===== config.mk =====
export PLATFORM = sky130hd
export DESIGN_NAME = pulse_event_timer
export DESIGN_NICKNAME = d
export VERILOG_FILES = /design/src/rtl/pet_pkg.sv /design/src/rtl/pet_edge_sync.sv /design/src/rtl/pet_prescaler.sv /design/src/rtl/pulse_event_timer.sv
export SDC_FILE = /design/constraint.sdc
export NUM_CORES = 1
export LEC_CHECK = 0
export ABC_CLOCK_PERIOD_IN_PS = 2900
export CAP_MARGIN = 20
export CORE_ASPECT_RATIO = 0.75
export CORE_MARGIN = 1.5
export CORE_UTILIZATION = 35
export CTS_CLUSTER_DIAMETER = 100
export DETAILED_ROUTE_END_ITERATION = 6
export MAX_ROUTING_LAYER = met4
export PLACE_DENSITY = 0.56
export SKIP_LAST_GASP = 1
export SYNTH_ARGS = -nofsm -noshare
export SYNTH_HDL_FRONTEND = slang
export SYNTH_SLANG_ARGS = --single-unit
export TNS_END_PERCENT = 50

===== constraint.sdc =====
create_clock -name clk -period 2.9 [get_ports clk]
set_clock_uncertainty 0.2 [all_clocks]
set_input_delay 0.29 -clock clk [delete_from_list [all_inputs] [get_ports clk]]
set_output_delay 0.29 -clock clk [all_outputs]
set_load 0.03 [all_outputs]

===== src/rtl/pet_pkg.sv =====
package pet_pkg;

    localparam int RATE_W = 3;
    localparam int CTRL_W = 8;

    typedef enum logic [1:0] {
        MODE_IDLE0   = 2'b00,
        MODE_EVENT   = 2'b01,
        MODE_IDLE2   = 2'b10,
        MODE_CAPTURE = 2'b11
    } pet_mode_e;

    typedef struct packed {
        pet_mode_e         mode;
        logic              run;
        logic              pol;
        logic [RATE_W-1:0] rate;
    } pet_ctrl_t;

    function automatic pet_ctrl_t pet_decode(input logic [CTRL_W-1:0] b);
        pet_ctrl_t c;
        c.mode = pet_mode_e'(b[7:6]);
        c.run  = b[4];
        c.pol  = b[3];
        c.rate = b[2:0];
        return c;
    endfunction

    function automatic logic [CTRL_W-1:0] pet_encode(input pet_ctrl_t c);
        return {c.mode, 1'b0, c.run, c.pol, c.rate};
    endfunction

endpackage


===== src/rtl/pet_edge_sync.sv =====
module pet_edge_sync #(
    parameter int STAGES = 2
) (
    input  logic clk,
    input  logic rst_n,
    input  logic pin_async,
    output logic rise,
    output logic fall
);
    localparam int LAST = STAGES - 1;

    logic [STAGES-1:0] sync_q, sync_d;
    logic              prev_q, prev_d;

    generate
        if (STAGES == 1) begin : g_one
            always_comb sync_d = pin_async;
        end else begin : g_chain
            always_comb sync_d = {sync_q[STAGES-2:0], pin_async};
        end
    endgenerate

    always_comb prev_d = sync_q[LAST];

    always_ff @(posedge clk or negedge rst_n) begin
        if (!rst_n) begin
            sync_q <= '0;
            prev_q <= 1'b0;
        end else begin
            sync_q <= sync_d;
            prev_q <= prev_d;
        end
    end

    assign rise = sync_q[LAST] & ~prev_q;
    assign fall = ~sync_q[LAST] & prev_q;

endmodule


===== src/rtl/pet_prescaler.sv =====
module pet_prescaler #(
    parameter int RATE_W = 3
) (
    input  logic              clk,
    input  logic              rst_n,
    input  logic              clr,
    input  logic              en,
    input  logic [RATE_W-1:0] rate,
    output logic              tick
);
    localparam int PW = (1 << RATE_W) - 1;

    logic [PW-1:0] div_q, div_d;
    logic [PW-1:0] limit;

    always_comb begin
        limit = (PW'(1) << rate) - PW'(1);
        tick  = en && (div_q == limit);
        if (clr || !en || tick) div_d = '0;
        else                    div_d = div_q + PW'(1);
    end

    always_ff @(posedge clk or negedge rst_n) begin
        if (!rst_n) div_q <= '0;
        else        div_q <= div_d;
    end

    // a cleared prescaler restarts from zero
    a_r10_clr_restart: assert property (@(posedge clk) disable iff (!rst_n)
        clr |=> (div_q == '0));

endmodule


===== src/rtl/pulse_event_timer.sv =====
module pulse_event_timer #(
    parameter int CNT_W       = 8,
    parameter int SYNC_STAGES = 2
) (
    input  logic             clk,
    input  logic             rst_n,
    input  logic             tmr_pin,
    input  logic             wr_en,
    input  logic             wr_sel,
    input  logic [CNT_W-1:0] wr_data,
    input  logic             rd_sel,
    output logic [CNT_W-1:0] rd_data,
    input  logic             irq_en,
    input  logic             ovf_clr,
    input  logic             sleep,
    output logic             irq,
    output logic             wake,
    output logic             ovf_flag
);
    import pet_pkg::*;

    typedef struct packed {
        pet_ctrl_t        ctrl;
        logic [CNT_W-1:0] cnt;
        logic [CNT_W-1:0] preload;
        logic             active;
        logic             flag;
        logic             irq;
        logic             wake;
    } state_t;

    state_t state_q, state_d;

    logic pin_rise, pin_fall, psc_tick;
    logic start_edge, end_edge, count_edge;
    logic step, ovf;
    logic wr_ctrl, wr_pre;
    pet_ctrl_t new_ctrl;

    pet_edge_sync #(.STAGES(SYNC_STAGES)) u_sync (
        .clk       (clk),
        .rst_n     (rst_n),
        .pin_async (tmr_pin),
        .rise      (pin_rise),
        .fall      (pin_fall)
    );

    pet_prescaler #(.RATE_W(RATE_W)) u_psc (
        .clk   (clk),
        .rst_n (rst_n),
        .clr   (!state_q.active),
        .en    (state_q.active),
        .rate  (state_q.ctrl.rate),
        .tick  (psc_tick)
    );

    always_comb begin
        start_edge = state_q.ctrl.pol ? pin_rise : pin_fall;
        end_edge   = state_q.ctrl.pol ? pin_fall : pin_rise;
        count_edge = state_q.ctrl.pol ? pin_fall : pin_rise;
        wr_ctrl    = wr_en && !wr_sel;
        wr_pre     = wr_en && wr_sel;
        new_ctrl   = pet_decode(wr_data[CTRL_W-1:0]);
    end

    always_comb begin
        state_d      = state_q;
        state_d.irq  = 1'b0;
        state_d.wake = 1'b0;
        step         = 1'b0;
        ovf          = 1'b0;

        case (state_q.ctrl.mode)
            MODE_EVENT: begin
                if (state_q.ctrl.run && count_edge) step = 1'b1;
            end
            MODE_CAPTURE: begin
                if (state_q.ctrl.run) begin
                    if (!state_q.active) begin
                        if (start_edge) state_d.active = 1'b1;
                    end else begin
                        if (psc_tick) step = 1'b1;
                        if (end_edge) begin
                            state_d.active   = 1'b0;
                            state_d.ctrl.run = 1'b0;
                        end
                    end
                end
            end
            default: ;
        endcase

        if (step) begin
            if (state_q.cnt == '1) begin
                state_d.cnt = state_q.preload;
                ovf         = 1'b1;
            end else begin
                state_d.cnt = state_q.cnt + CNT_W'(1);
            end
        end

        if (ovf) begin
            state_d.irq  = irq_en;
            state_d.wake = sleep;
        end

        if (ovf_clr) state_d.flag = 1'b0;
        if (ovf)     state_d.flag = 1'b1;

        if (wr_ctrl) state_d.ctrl = new_ctrl;
        if (wr_pre) begin
            state_d.preload = wr_data;
            if (!state_q.ctrl.run) state_d.cnt = wr_data;
        end

        if (state_d.ctrl.mode != MODE_CAPTURE || !state_d.ctrl.run)
            state_d.active = 1'b0;
    end

    always_ff @(posedge clk or negedge rst_n) begin
        if (!rst_n) state_q <= '0;
        else        state_q <= state_d;
    end

    assign rd_data  = rd_sel ? CNT_W'(pet_encode(state_q.ctrl)) : state_q.cnt;
    assign irq      = state_q.irq;
    assign wake     = state_q.wake;
    assign ovf_flag = state_q.flag;

    // an interrupt pulse only follows a cycle with the enable high
    a_r5_irq_gated: assert property (@(posedge clk) disable iff (!rst_n)
        irq |-> $past(irq_en));

    // the flag stays set until software clears it
    a_r6_flag_sticky: assert property (@(posedge clk) disable iff (!rst_n)
        (ovf_flag && !ovf_clr) |=> ovf_flag);

    // a wake strobe only follows a sleeping cycle
    a_r7_wake_sleep: assert property (@(posedge clk) disable iff (!rst_n)
        wake |-> $past(sleep));

    // an armed capture that has seen no start edge holds the count
    a_r9_armed_hold: assert property (@(posedge clk) disable iff (!rst_n)
        (state_q.ctrl.mode == MODE_CAPTURE && state_q.ctrl.run &&
         !state_q.active && !wr_pre) |=> $stable(state_q.cnt));

    // the end of a captured pulse clears the run bit
    a_r11_self_clear: assert property (@(posedge clk) disable iff (!rst_n)
        (state_q.ctrl.mode == MODE_CAPTURE && state_q.active && end_edge && !wr_ctrl)
        |=> !state_q.ctrl.run);

    // idle modes never move the count except by a preload write
    a_r12_idle_modes: assert property (@(posedge clk) disable iff (!rst_n)
        ((state_q.ctrl.mode == MODE_IDLE0 || state_q.ctrl.mode == MODE_IDLE2) && !wr_pre)
        |=> $stable(state_q.cnt));

endmodule


==> report_table.html, run 1 <==
<table>
<tr><th>Metric</th><th>Value</th></tr>
<tr><th colspan="2">Detailed routing</th></tr>
<tr><td>Vias after detailed routing</td><td>roughly 1500</td></tr>
<tr><td>Violation count after the first detailed-routing iteration</td><td>62</td></tr>
<tr><td>Number of detailed-route iterations in the first pass</td><td>4</td></tr>
<tr><td>Total Wirelength</td><td>approximately 4.2 mm</td></tr>
<tr><td>Number of nets with antenna violations after detailed routing</td><td>0</td></tr>
<tr><td>Post-route DRC violation count</td><td>0</td></tr>
<tr><td>DR WL/cell</td><td>between 10 and 15 µm</td></tr>
<tr><td>Via density per instance</td><td>between 5 and 6</td></tr>
<tr><th colspan="2">Power and ir drop</th></tr>
<tr><td>Worst voltage drop across the vdd grid</td><td>0.233 mV</td></tr>
<tr><td>Fraction of power consumed by combinational cells</td><td>0.238</td></tr>
<tr><td>Switching component of the power</td><td>0.424 mW</td></tr>
<tr><td>Overall power consumption</td><td>about 1.4 mW</td></tr>
<tr><td>Clock share of power</td><td>0.289</td></tr>
<tr><td>Total power divided by cell area</td><td>~600 nW/µm²</td></tr>
<tr><td>Internal power</td><td>approximately 0.96 mW</td></tr>
<tr><td>Sw Share</td><td>0.307</td></tr>
<tr><td>Reported leakage power</td><td>roughly 1.0 nW</td></tr>
<tr><td>Sequential group share of total power</td><td>0.473</td></tr>
<tr><th colspan="2">Finish</th></tr>
<tr><td>Area growth syn-to-layout</td><td>23.3%</td></tr>
<tr><td>Filler cell count in the final layout</td><td>a little over 500</td></tr>
<tr><td>Total inserted antenna cells</td><td>0</td></tr>
<tr><td>Share of post-route cells with drive strength above 1</td><td>0.173</td></tr>
<tr><td>Post-Route Utilization</td><td>0.446</td></tr>
<tr><td>Cell Count, Final, Fillers Out</td><td>slightly below 300</td></tr>
<tr><td>Net count, final</td><td>232</td></tr>
<tr><th colspan="2">Clock tree</th></tr>
<tr><td>H-tree level count</td><td>2</td></tr>
<tr><td>Num Clock Sinks</td><td>37</td></tr>
<tr><td>Source-to-sink clock delay at the later pin of the worst-skew pair</td><td>just under 300 ps</td></tr>
<tr><td>Cell chosen for the clock root</td><td>sky130_fd_sc_hd__clkbuf_8</td></tr>
<tr><td>Total clock buffers created by CTS</td><td>5</td></tr>
<tr><td>Post-CTS Hold Fix Bufs</td><td>1</td></tr>
<tr><td>Post-CTS Setup Inserts</td><td>0</td></tr>
<tr><td>CTS clk-pin slew, worst paths</td><td>~70 ps</td></tr>
<tr><td>CTS tree</td><td>done</td></tr>
<tr><td>Cells resized by post-CTS repair</td><td>0</td></tr>
<tr><td>Clock buffer depth</td><td>2</td></tr>
<tr><th colspan="2">Hold path</th></tr>
<tr><td>Hold Path Sink</td><td>u_sync.sync_q[1]</td></tr>
<tr><td>Hold path cells</td><td>0</td></tr>
<tr><td>Worst hold start</td><td>u_sync.sync_q[0]</td></tr>
<tr><td>Classification of the worst-slack hold path</td><td>register to register</td></tr>
<tr><th colspan="2">Synthesis</th></tr>
<tr><td>Gate Count Post-Synth</td><td>around 180</td></tr>
<tr><td>Total of warnings raised by yosys</td><td>0</td></tr>
<tr><td>Main synth FF type</td><td>sky130_fd_sc_hd__dfrtp_1</td></tr>
<tr><td>Number of enable-type register cells in the synthesized netlist</td><td>0</td></tr>
<tr><td>Average cell area after synthesis</td><td>roughly 11 µm²</td></tr>
<tr><td>Sequential element share of the synthesized area</td><td>0.481</td></tr>
<tr><td>Cell area after technology mapping</td><td>about 1900 µm²</td></tr>
<tr><td>Number of distinct library cells after synthesis</td><td>43</td></tr>
<tr><td>Synthesized net count</td><td>202</td></tr>
<tr><td>FFs w/ async S/R, synth</td><td>1.00</td></tr>
<tr><td>#FFs+latches synth</td><td>37</td></tr>
<tr><th colspan="2">Critical path</th></tr>
<tr><td>Origin of the critical flop-to-flop path</td><td>state_q[21]</td></tr>
<tr><td>Critical register-to-register path endpoint</td><td>state_q[16]</td></tr>
<tr><td>Startpoint type of the worst setup path</td><td>register</td></tr>
<tr><td>CP Max Fanout</td><td>17</td></tr>
<tr><td>Buffer and inverter count on the worst path</td><td>0</td></tr>
<tr><td>Critical Path Start</td><td>state_q[21]</td></tr>
<tr><td>Number of gates on the worst path with buffers counted</td><td>6</td></tr>
<tr><td>Worst path cell trace</td><td>nor2_1, or4b_1, a211o_1, o21ai_4, a211oi_1, a311oi_1</td></tr>
<tr><td>Register-to-Register Path Depth</td><td>6</td></tr>
<tr><td>R2r setup slk</td><td>approximately 330 ps</td></tr>
<tr><td>CP required</td><td>2900 ps</td></tr>
<tr><td>Critical path's largest stage delay</td><td>roughly 470 ps</td></tr>
<tr><td>Worst EP arrival</td><td>approximately 2600 ps</td></tr>
<tr><td>Slowest stage cell, crit path</td><td>sky130_fd_sc_hd__dfrtp_1</td></tr>
<tr><td>Critical path type</td><td>register to register</td></tr>
<tr><td>Category of the worst setup path capture point</td><td>register</td></tr>
<tr><td>Kind of cell with the highest combined delay on the critical path</td><td>compound AO/OA/AOI/OAI gates</td></tr>
<tr><th colspan="2">Timing</th></tr>
<tr><td>Number of failing hold endpoints at the final stage</td><td>0</td></tr>
<tr><td>Fin crit share</td><td>0.886</td></tr>
<tr><td>Crit path time final</td><td>roughly 2600 ps</td></tr>
<tr><td>Fin. max-slew vios</td><td>0</td></tr>
<tr><td>Setup violation total in the final timing report</td><td>0</td></tr>
<tr><td>Max Clock Freq</td><td>just under 0.4 GHz</td></tr>
<tr><td>Post-route worst hold slack</td><td>152 ps</td></tr>
<tr><td>Actual slew at the worst max-slew pin</td><td>roughly 840 ps</td></tr>
<tr><td>Slew margin rel.</td><td>0.439</td></tr>
<tr><td>RSZ-0062 raised after global routing</td><td>false</td></tr>
<tr><td>Total Negative Setup Slacks</td><td>0 ps</td></tr>
<tr><th colspan="2">Placement</th></tr>
<tr><td>Detailed placement HPWL</td><td>around 3 mm</td></tr>
<tr><td># placed instances</td><td>280</td></tr>
<tr><td>Port Buf Inserts</td><td>27</td></tr>
<tr><td>Gp weighted congestion</td><td>0.770</td></tr>
<tr><th colspan="2">Floorplan</th></tr>
<tr><td>Effective utilization at floorplan</td><td>0.362</td></tr>
<tr><td>Count of boundary I/O pins</td><td>28</td></tr>
<tr><td>Overall die area</td><td>between 5000 and 6000 µm²</td></tr>
<tr><td>Die width</td><td>between 80 and 90 µm</td></tr>
<tr><td>Floorplan die height</td><td>around 67 µm</td></tr>
<tr><td>Standard-cell rows</td><td>23</td></tr>
<tr><td>Core Region</td><td>5320 µm²</td></tr>
<tr><th colspan="2">Global routing</th></tr>
<tr><td>Wire length of the first global-routing pass</td><td>roughly 7.2 mm</td></tr>
<tr><td>Gr ovfl total</td><td>0</td></tr>
<tr><td>Initial antenna violation count</td><td>0</td></tr>
<tr><td>Pin count of the biggest net entering global routing</td><td>38</td></tr>
<tr><td>Overall global routing resource usage</td><td>0.169</td></tr>
<tr><td>Via count of the first global-routing pass</td><td>1374</td></tr>
<tr><th colspan="2">Job</th></tr>
<tr><td>Reported max-cap violation count</td><td>0</td></tr>
<tr><th colspan="2">Outcome</th></tr>
<tr><td>Result of the run</td><td>completed</td></tr>
</table>
-- synth_stat cells, drive strengths merged (4+ instances only) --
cell type | n | share of area
and3 | 8 | 0.026
nor2 | 13 | 0.025
a21oi | 5 | 0.013
nand3 | 7 | 0.018
nand2 | 18 | 0.035
clkbuf | 6 | 0.012
o21ai | 13 | 0.040
mux2 | 21 | 0.12
dfrtp | 37 | 0.48
a31oi | 4 | 0.013
inv | 4 | 0.0078
nor2b | 4 | 0.013
xnor2 | 4 | 0.018
-- metrics by stage --
step	area (µm²)	worst slack (ps)
3_3_place_gp	2260	399
6_report	2370	331
4_1_cts	2370	345
5_1_grt	2370	142
2_1_floorplan	1930	532
3_5_place_dp	2260	335
-- layout make-up --
cell class,count,area (µm²),share of cell area
timing repair buffer,31,298,0.125
inverter,4,15.0,0.00633
sequential,37,926,0.390
tap,75,93.8,0.0395
multi-input combinational,134,940,0.396
clock buffer,7,96.3,0.0406
clock inverter,1,5.00,0.00211
-- power groups by stage --
stage / sequential [mW] / combinational, mW / clock (mW)
4_1_cts: 0.653 / 0.332 / 0.419
3_5_place_dp: 0.663 / 0.329 / 0
2_1_floorplan: 0.633 / 0.232 / 0
5_1_grt: 0.669 / 0.362 / 0.441
6_report: 0.654 / 0.329 / 0.400
3_3_place_gp: 0.663 / 0.327 / 0
-- layer usage --
metal / vias to the layer above / track usage / share of wire
li1: 720 / - / -
met1: 698 / 0.243 / 0.53
met2: 41 / 0.222 / 0.40
met3: 9 / 0.0403 / 0.048
met4: 0 / 0.0742 / 0.020
met5: - / - / 0
-- how the worst max path moves through the flow --
stage	to	slack, ps
floorplan	state_q[13]	530
global placement	rd_data[0]	400
detailed placement	state_q[16]	340
CTS	state_q[16]	340
global route	state_q[16]	140
finish	state_q[16]	330
-- registers in the layout (all words and copies together) (netlist names) --
register	flops
u_sync.sync_q	2
irq	1
u_psc.div_q	7
ovf_flag	1
state_q	24
wake	1
u_sync.prev_q	1
-- cell usage in the layout, fill, tap and decap left out, types with 4 or more instances in the layout --
cell type	Yosys	layout
sky130_fd_sc_hd__dfrtp_1	37	37
sky130_fd_sc_hd__clkdlybuf4s50_1	0	26
sky130_fd_sc_hd__mux2_2	21	21
sky130_fd_sc_hd__nand2_1	18	18
sky130_fd_sc_hd__nor2_1	13	13
sky130_fd_sc_hd__and3_1	8	8
sky130_fd_sc_hd__nand3_1	7	7
sky130_fd_sc_hd__clkbuf_8	0	7
sky130_fd_sc_hd__o21ai_0	6	6
sky130_fd_sc_hd__o21ai_1	6	6
sky130_fd_sc_hd__a21oi_1	5	5
sky130_fd_sc_hd__nor2b_1	4	4
sky130_fd_sc_hd__a31oi_1	4	4
sky130_fd_sc_hd__xnor2_1	4	4
sky130_fd_sc_hd__inv_1	4	4
-- cells by family (layout without fill, tap and decap cells) --
family	after synthesis	after routing	share of synthesized area
AND/OR/NAND/NOR	60	60	0.153
AO/OA/AOI/OAI	41	41	0.151
flip-flops	37	37	0.481
multiplexers	24	24	0.138
buffers and inverters	12	43	0.0312
XOR/XNOR	7	7	0.0318
adder cells (fa/ha/maj)	2	2	0.0130
Note: power is estimated with default switching activity, not from simulation.
==> inputs of run 2 (changes only) <==
- ABC_CLOCK_PERIOD_IN_PS: 2900 -> 2490
- PLACE_DENSITY: 0.56 -> unset
- clock period: 2.9 -> 2.49 ns (I/O delays scaled with it)
==> run 2 against run 1 <==
Effect of this change: sequential share of layout area shrank 0.98 points; clock power shrank 4%; die area is the same; first-iteration DRC count shrank 44%; count of clock-buffer cells in the layout shrank 2; combinational power grew 23%; utilization grew 1.3 points; design area grew 2.8%; sequential power grew 16%; critical endpoint unchanged.
==> report_table.html, run 2 (synthesized netlist as in run 1, its figures left out) <==
<table>
<tr><th>Metric</th><th>Value</th></tr>
<tr><th colspan="2">Detailed routing</th></tr>
<tr><td>Violation count after the first detailed-routing iteration</td><td>35 (-44%)</td></tr>
<tr><td>DR WL/cell</td><td>13.7 µm (-5.5%)</td></tr>
<tr><td>Post-route DRC violation count</td><td>0 (unchanged)</td></tr>
<tr><td>Number of detailed-route iterations in the first pass</td><td>4 (unchanged)</td></tr>
<tr><td>Via density per instance</td><td>4.92 (-3.1%)</td></tr>
<tr><td>Vias after detailed routing</td><td>1462 (-0.41%)</td></tr>
<tr><td>Total Wirelength</td><td>4.08 mm (-2.9%)</td></tr>
<tr><td>Number of nets with antenna violations after detailed routing</td><td>0 (unchanged)</td></tr>
<tr><th colspan="2">Clock tree</th></tr>
<tr><td>Num Clock Sinks</td><td>37 (unchanged)</td></tr>
<tr><td>Cell chosen for the clock root</td><td>sky130_fd_sc_hd__clkbuf_8</td></tr>
<tr><td>Clock buffer depth</td><td>2 (unchanged)</td></tr>
<tr><td>CTS clk-pin slew, worst paths</td><td>70 ps (about the same)</td></tr>
<tr><td>H-tree level count</td><td>2 (unchanged)</td></tr>
<tr><td>Total clock buffers created by CTS</td><td>5 (unchanged)</td></tr>
<tr><td>Source-to-sink clock delay at the later pin of the worst-skew pair</td><td>280 ps (about the same)</td></tr>
<tr><td>CTS tree</td><td>done</td></tr>
<tr><th colspan="2">Timing</th></tr>
<tr><td>Max Clock Freq</td><td>0.425 GHz (+9.1%)</td></tr>
<tr><td>Slew margin rel.</td><td>0.439 (about the same)</td></tr>
<tr><td>Number of failing hold endpoints at the final stage</td><td>0 (unchanged)</td></tr>
<tr><td>Fin. max-slew vios</td><td>0 (unchanged)</td></tr>
<tr><td>Fin crit share</td><td>0.945 (+0.0595)</td></tr>
<tr><td>Total Negative Setup Slacks</td><td>0 ps (unchanged)</td></tr>
<tr><td>Setup violation total in the final timing report</td><td>0 (unchanged)</td></tr>
<tr><td>RSZ-0062 raised after global routing</td><td>false</td></tr>
<tr><td>Actual slew at the worst max-slew pin</td><td>841 ps (+0.179 ps)</td></tr>
<tr><td>Crit path time final</td><td>2350 ps (-215 ps)</td></tr>
<tr><th colspan="2">Critical path</th></tr>
<tr><td>CP Max Fanout</td><td>17 (unchanged)</td></tr>
<tr><td>Critical path type</td><td>register to register</td></tr>
<tr><td>Category of the worst setup path capture point</td><td>register</td></tr>
<tr><td>Startpoint type of the worst setup path</td><td>register</td></tr>
<tr><td>CP required</td><td>2480 ps (-420 ps)</td></tr>
<tr><td>Worst EP arrival</td><td>2340 ps (-230 ps)</td></tr>
<tr><th colspan="2">Placement</th></tr>
<tr><td>Port Buf Inserts</td><td>27 (unchanged)</td></tr>
<tr><td># placed instances</td><td>288 (+2.9%)</td></tr>
<tr><td>Detailed placement HPWL</td><td>2.99 mm (+2.1%)</td></tr>
<tr><td>Gp weighted congestion</td><td>0.773 (+0.47%)</td></tr>
<tr><th colspan="2">Global routing</th></tr>
<tr><td>Gr ovfl total</td><td>0 (unchanged)</td></tr>
<tr><td>Wire length of the first global-routing pass</td><td>7.13 mm (-0.29%)</td></tr>
<tr><td>Overall global routing resource usage</td><td>0.163 (-0.00528)</td></tr>
<tr><td>Initial antenna violation count</td><td>0 (unchanged)</td></tr>
<tr><td>Pin count of the biggest net entering global routing</td><td>38 (unchanged)</td></tr>
<tr><td>Via count of the first global-routing pass</td><td>1435 (+4.4%)</td></tr>
<tr><th colspan="2">Floorplan</th></tr>
<tr><td>Count of boundary I/O pins</td><td>28 (unchanged)</td></tr>
<tr><td>Standard-cell rows</td><td>23 (unchanged)</td></tr>
<tr><td>Core Region</td><td>5320 µm² (unchanged)</td></tr>
<tr><td>Die width</td><td>88.7 µm (unchanged)</td></tr>
<tr><td>Effective utilization at floorplan</td><td>0.362 (unchanged)</td></tr>
<tr><td>Overall die area</td><td>5960 µm² (unchanged)</td></tr>
<tr><td>Floorplan die height</td><td>67.2 µm (unchanged)</td></tr>
<tr><th colspan="2">Power and ir drop</th></tr>
<tr><td>Reported leakage power</td><td>1.04 nW (+3.8%)</td></tr>
<tr><td>Total power divided by cell area</td><td>634 nW/µm² (+8.8%)</td></tr>
<tr><td>Worst voltage drop across the vdd grid</td><td>0.254 mV (+9.1%)</td></tr>
<tr><th colspan="2">Finish</th></tr>
<tr><td>Share of post-route cells with drive strength above 1</td><td>0.216 (+0.0433)</td></tr>
<tr><td>Top Registers</td><td>state_q: 24 flops, u_psc.div_q: 7 flops, u_sync.sync_q: 2 flops</td></tr>
<tr><td>Total inserted antenna cells</td><td>0 (unchanged)</td></tr>
<tr><td>Most common cell after layout, fill and taps aside</td><td>sky130_fd_sc_hd__dfrtp_1</td></tr>
<tr><td>Area growth syn-to-layout</td><td>26.8%</td></tr>
<tr><td>Net count, final</td><td>242 (+4.3%)</td></tr>
<tr><td>Largest register by flop count</td><td>state_q</td></tr>
<tr><td>Most frequent cells in the layout</td><td>35 x sky130_fd_sc_hd__dfrtp_1, 26 x sky130_fd_sc_hd__clkdlybuf4s50_1, 21 x sky130_fd_sc_hd__mux2_2</td></tr>
<tr><td>Largest register FFs</td><td>24 (unchanged)</td></tr>
<tr><td>Cell Count, Final, Fillers Out</td><td>297 (+2.8%)</td></tr>
<tr><th colspan="2">Outcome</th></tr>
<tr><td>Result of the run</td><td>completed</td></tr>
<tr><th colspan="2">Hold path</th></tr>
<tr><td>Classification of the worst-slack hold path</td><td>register to register</td></tr>
<tr><th colspan="2">Job</th></tr>
<tr><td>Reported max-cap violation count</td><td>0 (unchanged)</td></tr>
</table>
## run 2: per-layer routing
layer  track usage  part of all wire  wire length [µm]
met4        0.0293            0.0047                19
met1         0.233              0.53              2180
met3        0.0477             0.038               155
met2         0.232              0.42              1730
met5             -                 0                 0
## run 2: path summary, 6_finish.rpt
check / startpoint / to / slack [ps] / cells past startpoint
max: state_q[21] / state_q[16] / 140 / 8
min: u_sync.sync_q[0] / u_sync.sync_q[1] / 150 / 0
max reg2reg: state_q[21] / state_q[16] / 140 / 8
min reg2reg: u_sync.sync_q[0] / u_sync.sync_q[1] / 150 / 0
max in group asynchronous: rst_n / state_q[20] / 1110 / 2
min in group asynchronous: rst_n / state_q[17] / 410 / 2
## run 2: per-stage QoR
stage	hold WS, ps	cell area [µm²]	util	setup WS, ps	power (mW)
floorplan	-247	1930	-	122	1.01
global placement	133	2330	0.439	162	1.16
detailed placement	146	2330	0.439	92.3	1.17
CTS	161	2420	0.454	63.0	1.56
global route	165	2440	0.459	7.27	1.65
finish	154	2440	0.459	136	1.55
## run 2: cell type report
| type | count | area [µm²] |
|---|---|---|
| Multi-Input combinational cell | 134 | 945 |
| Tap cell | 75 | 93.8 |
| Inverter | 4 | 15.0 |
| Clock inverter | 1 | 5.00 |
| Clock buffer | 5 | 68.8 |
| Fill cell | 505 | 2880 |
| Sequential cell | 37 | 928 |
| Timing Repair Buffer | 41 | 385 |
## run 2: where the power goes
group          switching (mW)  internal (mW)
Clock                   0.200          0.184
Sequential             0.0862          0.673
Combinational           0.193          0.210
## run 2: critical path, cell delays in order (launching register included)
cell and delay (ps):
sky130_fd_sc_hd__dfrtp_2 450, sky130_fd_sc_hd__or2_1 250, sky130_fd_sc_hd__a2111oi_2 300, sky130_fd_sc_hd__a31oi_1 70, sky130_fd_sc_hd__a211o_1 290, sky130_fd_sc_hd__o21ai_4 180, sky130_fd_sc_hd__buf_12 160, sky130_fd_sc_hd__a211oi_1 80
sky130_fd_sc_hd__a311oi_1 260
## run 2: what timing repair did
action | in CTS | in global routing
hold endpoints to repair | 37 | 0
resized for setup | 0 | 3
buffers inserted | 0 | 2
hold buffers | 1 | 0
endpoints found under the setup margin | 0 | 7
==> inputs of run 3 (changes only) <==
- HOLD_SLACK_MARGIN: unset -> 0.08
==> results of run 3 <==
The final DEF is identical to that of run 2; final timing and power are the same.
